$ cat config.mk
export PLATFORM = sky130hd
export DESIGN_NAME = extint_sense_ctrl
export DESIGN_NICKNAME = d
export VERILOG_FILES = /design/src/rtl/extint_sense_ctrl.sv
export SDC_FILE = /design/constraint.sdc
export NUM_CORES = 2
export LEC_CHECK = 0
export ABC_AREA = 1
export BUFFER_PORTS_ARGS = -buffer_cell sky130_fd_sc_hd__buf_2
export CORE_MARGIN = 2
export CORE_UTILIZATION = 62
export CTS_CLUSTER_SIZE = 20
export DETAILED_ROUTE_END_ITERATION = 16
export HOLD_SLACK_MARGIN = 0.08
export PLACE_DENSITY = 0.84
export RECOVER_POWER = 50
export SYNTH_ARGS = -nofsm -noshare
export SYNTH_HDL_FRONTEND = slang
export SYNTH_SLANG_ARGS = --single-unit
$ cat constraint.sdc
create_clock -name clk -period 8.17 [get_ports clk]
set_input_delay 1.634 -clock clk [delete_from_list [all_inputs] [get_ports clk]]
set_output_delay 1.634 -clock clk [all_outputs]
set_load 0.005 [all_outputs]
$ cat src/rtl/extint_sense_ctrl.sv
module extint_sense_ctrl #(
  parameter int NUM_LINES = 32,
  parameter int ADDR_W    = 9
) (
  input  logic                 clk,
  input  logic                 rst_n,
  input  logic [NUM_LINES-1:0] line_in,
  output logic [NUM_LINES-1:0] irq_out,
  input  logic [ADDR_W-1:0]    bus_addr,
  input  logic                 bus_wr,
  input  logic [31:0]          bus_wdata,
  output logic [31:0]          bus_rdata
);
  localparam logic [ADDR_W-1:0] OFS_REQ   = ADDR_W'(9'h000);
  localparam logic [ADDR_W-1:0] OFS_ENCLR = ADDR_W'(9'h004);
  localparam logic [ADDR_W-1:0] OFS_ENSET = ADDR_W'(9'h008);
  localparam logic [ADDR_W-1:0] OFS_DET   = ADDR_W'(9'h100);
  localparam logic [ADDR_W-1:0] OFS_MON   = ADDR_W'(9'h104);
  localparam int                CFG_HI_W  = ADDR_W - 7;

  logic [NUM_LINES-1:0] sync1, sync2, prev;
  logic [NUM_LINES-1:0] en, det, hit, sense_live;
  logic [31:0]          cfg [NUM_LINES];

  logic [ADDR_W-1:0] word_addr;
  logic              cfg_sel;
  logic [4:0]        cfg_idx;
  logic              cfg_ok;

  assign word_addr = {bus_addr[ADDR_W-1:2], 2'b00};
  assign cfg_sel   = bus_addr[ADDR_W-1:7] == CFG_HI_W'(3);
  assign cfg_idx   = bus_addr[6:2];
  assign cfg_ok    = cfg_sel && (int'(cfg_idx) < NUM_LINES);

  always_ff @(posedge clk or negedge rst_n) begin
    if (!rst_n) begin
      sync1 <= '0;
      sync2 <= '0;
      prev  <= '0;
    end else begin
      sync1 <= line_in;
      sync2 <= sync1;
      prev  <= sync2;
    end
  end

  for (genvar i = 0; i < NUM_LINES; i++) begin : g_line
    assign hit[i] = (cfg[i][0] & ~sync2[i])
                  | (cfg[i][1] &  sync2[i])
                  | (cfg[i][2] &  prev[i] & ~sync2[i])
                  | (cfg[i][3] & ~prev[i] &  sync2[i]);
    assign sense_live[i] = |cfg[i][5:0];
  end

  always_ff @(posedge clk or negedge rst_n) begin
    if (!rst_n) begin
      en <= '0;
    end else if (bus_wr && word_addr == OFS_ENSET) begin
      en <= en | bus_wdata[NUM_LINES-1:0];
    end else if (bus_wr && word_addr == OFS_ENCLR) begin
      en <= en & ~bus_wdata[NUM_LINES-1:0];
    end
  end

  logic [NUM_LINES-1:0] det_clr;
  assign det_clr = (bus_wr && word_addr == OFS_DET) ? bus_wdata[NUM_LINES-1:0] : '0;

  always_ff @(posedge clk or negedge rst_n) begin
    if (!rst_n) det <= '0;
    else        det <= (det & ~det_clr) | hit;
  end

  always_ff @(posedge clk or negedge rst_n) begin
    if (!rst_n) begin
      for (int i = 0; i < NUM_LINES; i++) cfg[i] <= '0;
    end else if (bus_wr && cfg_ok) begin
      for (int i = 0; i < NUM_LINES; i++)
        if (int'(cfg_idx) == i) cfg[i] <= bus_wdata;
    end
  end

  assign irq_out = det & en;

  always_comb begin
    bus_rdata = '0;
    if (cfg_ok) begin
      for (int i = 0; i < NUM_LINES; i++)
        if (int'(cfg_idx) == i) bus_rdata = cfg[i];
    end else begin
      case (word_addr)
        OFS_REQ:   bus_rdata = 32'(det & en);
        OFS_ENCLR: bus_rdata = 32'(en);
        OFS_ENSET: bus_rdata = 32'(en);
        OFS_DET:   bus_rdata = 32'(det);
        OFS_MON:   bus_rdata = 32'(sync2);
        default:   bus_rdata = '0;
      endcase
    end
  end
endmodule

==> flow_metrics.tcl <==
set metrics [dict create \
    outcome "complete, but fails checks" \
    violations "capacitance limit, slew limit" \
    drc 0 \
    yosys.area_share.simple 0.226 \
    synthCells 6162 \
    min_period_ns 7.42 \
    worstPathMaxFanout 29 \
    root_buffer "clkbuf_16" \
    crit_type "in2out" \
    drt-initial-drc-count 5866 \
    worstPathRequired_ns 6.54 \
    grt_pass1_wl_um 241000 \
    routedWlPerCell_um 21.4 \
    ys_warn_count 0 \
    max_freq_mhz 135 \
    die-area_mm2 0.0850 \
    clock_power_share 0.421 \
    syn_area_per_cell_um2 8.31 \
    synth-seq-cells 1184 \
    ios 140 \
    cts_max_path_buffers 3 \
    fin_cells 7278 \
    grt_pass1_vias 42400 \
    critical_path.endpoint_type "output pin" \
    p_leak_nw 26.4 \
    fin_crit_sh 0.908 \
    synthMuxAreaShare 0 \
    fin_skew_ns 0.0242 \
    hold_path_class "reg2reg" \
    die_width_um 291 \
    p_switching_mw 3.25 \
    tns_ns 0 \
    dp_slack_ns 0.930 \
    seq_power_share 0.504 \
    rsz0062_at_grt "false" \
    dr.pass1.iters 9 \
    fin_util 0.690 \
    grt.met3_usage 0.0912 \
    maxCapViolCount 11 \
    intPower_mw 9.77 \
    power_frac_comb 0.075 \
    synth-adder-area-share 0 \
    fin_hold_ws_ns 0.350 \
    setup_slack_ns 0.753 \
    grt_antenna_before_repair 13 \
    cts_tree "yes" \
    synth-xor-area-share 0 \
    report.power.total_mw 13.0 \
    setup_viol 0 \
    cts_resized 0 \
    fp.dieH_um 291 \
    slew_viol_final 932 \
    worstMarginPinSlew_ns 3.88 \
    final_common_cell "nand2_1" \
    layout-drive-gt1-share 0.0901 \
    io_buffers 137 \
    insertion_delay_ns 0.71 \
    slew_headroom -1.58 \
    power.density_mw_per_mm2 230 \
    initial_utilization 0.625 \
    nets 6184 \
    synth_cell_types 33 \
    cts_setup_buffers 0 \
    peakVddDrop_v 0.000202 \
    syn-cell-area_mm2 0.0512 \
    cts.sinks 1184 \
    syn-num-nets 6238 \
    vias_per_cell 6.10 \
    core_mm2 0.0820 \
    grtUsageMet1 0.496 \
    synth_compound_area_frac 0.136 \
    path_clk_slew_ns 0.06 \
    cp.arrival_ns 5.78 \
    post_dp_cell_area_mm2 0.0527 \
    worst_setup_path_start_kind "input port" \
    routabilityCongestion 0.921 \
    grt_start_max_net_pins 175 \
    fin_area_mm2 0.0566 \
    grt.total_usage 0.369 \
    dp.final_hpwl_um 94800 \
    via_count 44400 \
    switching_share 0.250 \
    final_cell_mix "nand2_1 (2103), dfrtp_1 (1184), o21ai_0 (1152)" \
    dp_cells 7061 \
    htree_levels 3 \
    ant_nets 0 \
    routed_wl_um 155000 \
    final_hold_viol_count 0 \
    met2_usage 0.547 \
    synth_top_family_by_area "simple AND/OR/NAND/NOR gates" \
    grt-busiest-layer "met2" \
    area_growth_pct 10.5 \
    rows 105 \
    cts_inserted_buffers 114 \
    grt-ovfl-total 0 \
    cts-hold-fix-buffers 0 \
    yosysSeqAreaShare 0.578 \
]
[logic make-up (layout without fill, tap and decap cells)]
group | Yosys count | in the layout
AO/OA/AOI/OAI | 1315 | 1315
other | 0 | 7
flip-flops | 1184 | 1184
AND/OR/NAND/NOR | 2853 | 2853
buffers and inverters | 810 | 849
[Yosys cell counts, drive strengths merged]
cell type	instances	share of area
nor3	12	0.0016
o21ai	1153	0.11
a32o	10	0.0020
o31ai	9	0.0013
inv	389	0.028
nand2	2135	0.16
clkbuf	386	0.028
o22ai	6	0.00073
nor3b	1	0.00015
buf	33	0.0033
nor2	366	0.028
a21oi	58	0.0057
nand3	66	0.0065
or2	63	0.0077
dfrtp	1184	0.58
nand4	210	0.026
a221oi	32	0.0055
a211o	16	0.0027
a22o	31	0.0053
clkinv	2	0.00015
[power by group through the flow]
stage | registers (mW) | clock network [mW] | logic, mW
2_1_floorplan | 6.58 | 0 | 0.540
3_3_place_gp | 6.63 | 0 | 0.909
3_5_place_dp | 6.65 | 0 | 0.951
4_1_cts | 6.55 | 5.47 | 0.965
5_1_grt | 6.61 | 5.71 | 1.10
6_report | 6.57 | 5.47 | 0.976
[worst max-delay path, cell delays in order]
cell and delay (ns):
buf_2 0.12, inv_1 0.08, nor2_4 0.23, nand2_1 0.20, nor2_4 0.68, buf_4 0.32
nand2_1 0.07, nand2_1 0.14, nand4_1 0.15, nand2_1 0.15, nand4_1 0.13, nand2_1 0.19
nand3_1 0.11, nand2_1 0.16, nand3_1 0.10, nand2_1 0.09, nand4_1 0.09, nor2_1 0.39
nand4_1 0.21, nor2_1 0.13, nand3_1 0.08, nand2_1 0.11, nand2_1 0.07, buf_2 0.13
[sequential cells by signal, summed over array words and instances (netlist names), named ones only]
| register | flops |
|---|---|
| cfg | 1024 |
| prev | 32 |
| det | 32 |
| sync2 | 32 |
| sync1 | 32 |
[path summary, 6_finish.rpt]
path,startpoint,endpoint,slack (ns),depth (start not counted)
min,sync1[21],sync2[21],0.35,0
min in group asynchronous,rst_n,sync1[30],2.06,1
max reg2reg,sync2[1],det[1],6.95,3
max in group asynchronous,rst_n,cfg[598],1.66,2
max,bus_addr[3],bus_rdata[20],0.75,24
min reg2reg,sync1[21],sync2[21],0.35,0
[layout make-up]
type | instances | area (um^2)
clock buffers | 166 | 3380
clock inverters | 43 | 510
multi-input cells | 4168 | 18700
repair buffers | 249 | 1580
inverters | 391 | 1470
fillers | 6016 | 25400
well taps | 1070 | 1340
flip-flops and latches | 1184 | 29600
diodes | 7 | 17.5
[per-layer routing]
metal	up-vias	wire (um)
li1	19800	-
met1	21300	57500
met2	2662	68300
met3	583	18900
met4	4	10700
met5	-	27
Note: power is estimated with default switching activity, not from simulation.
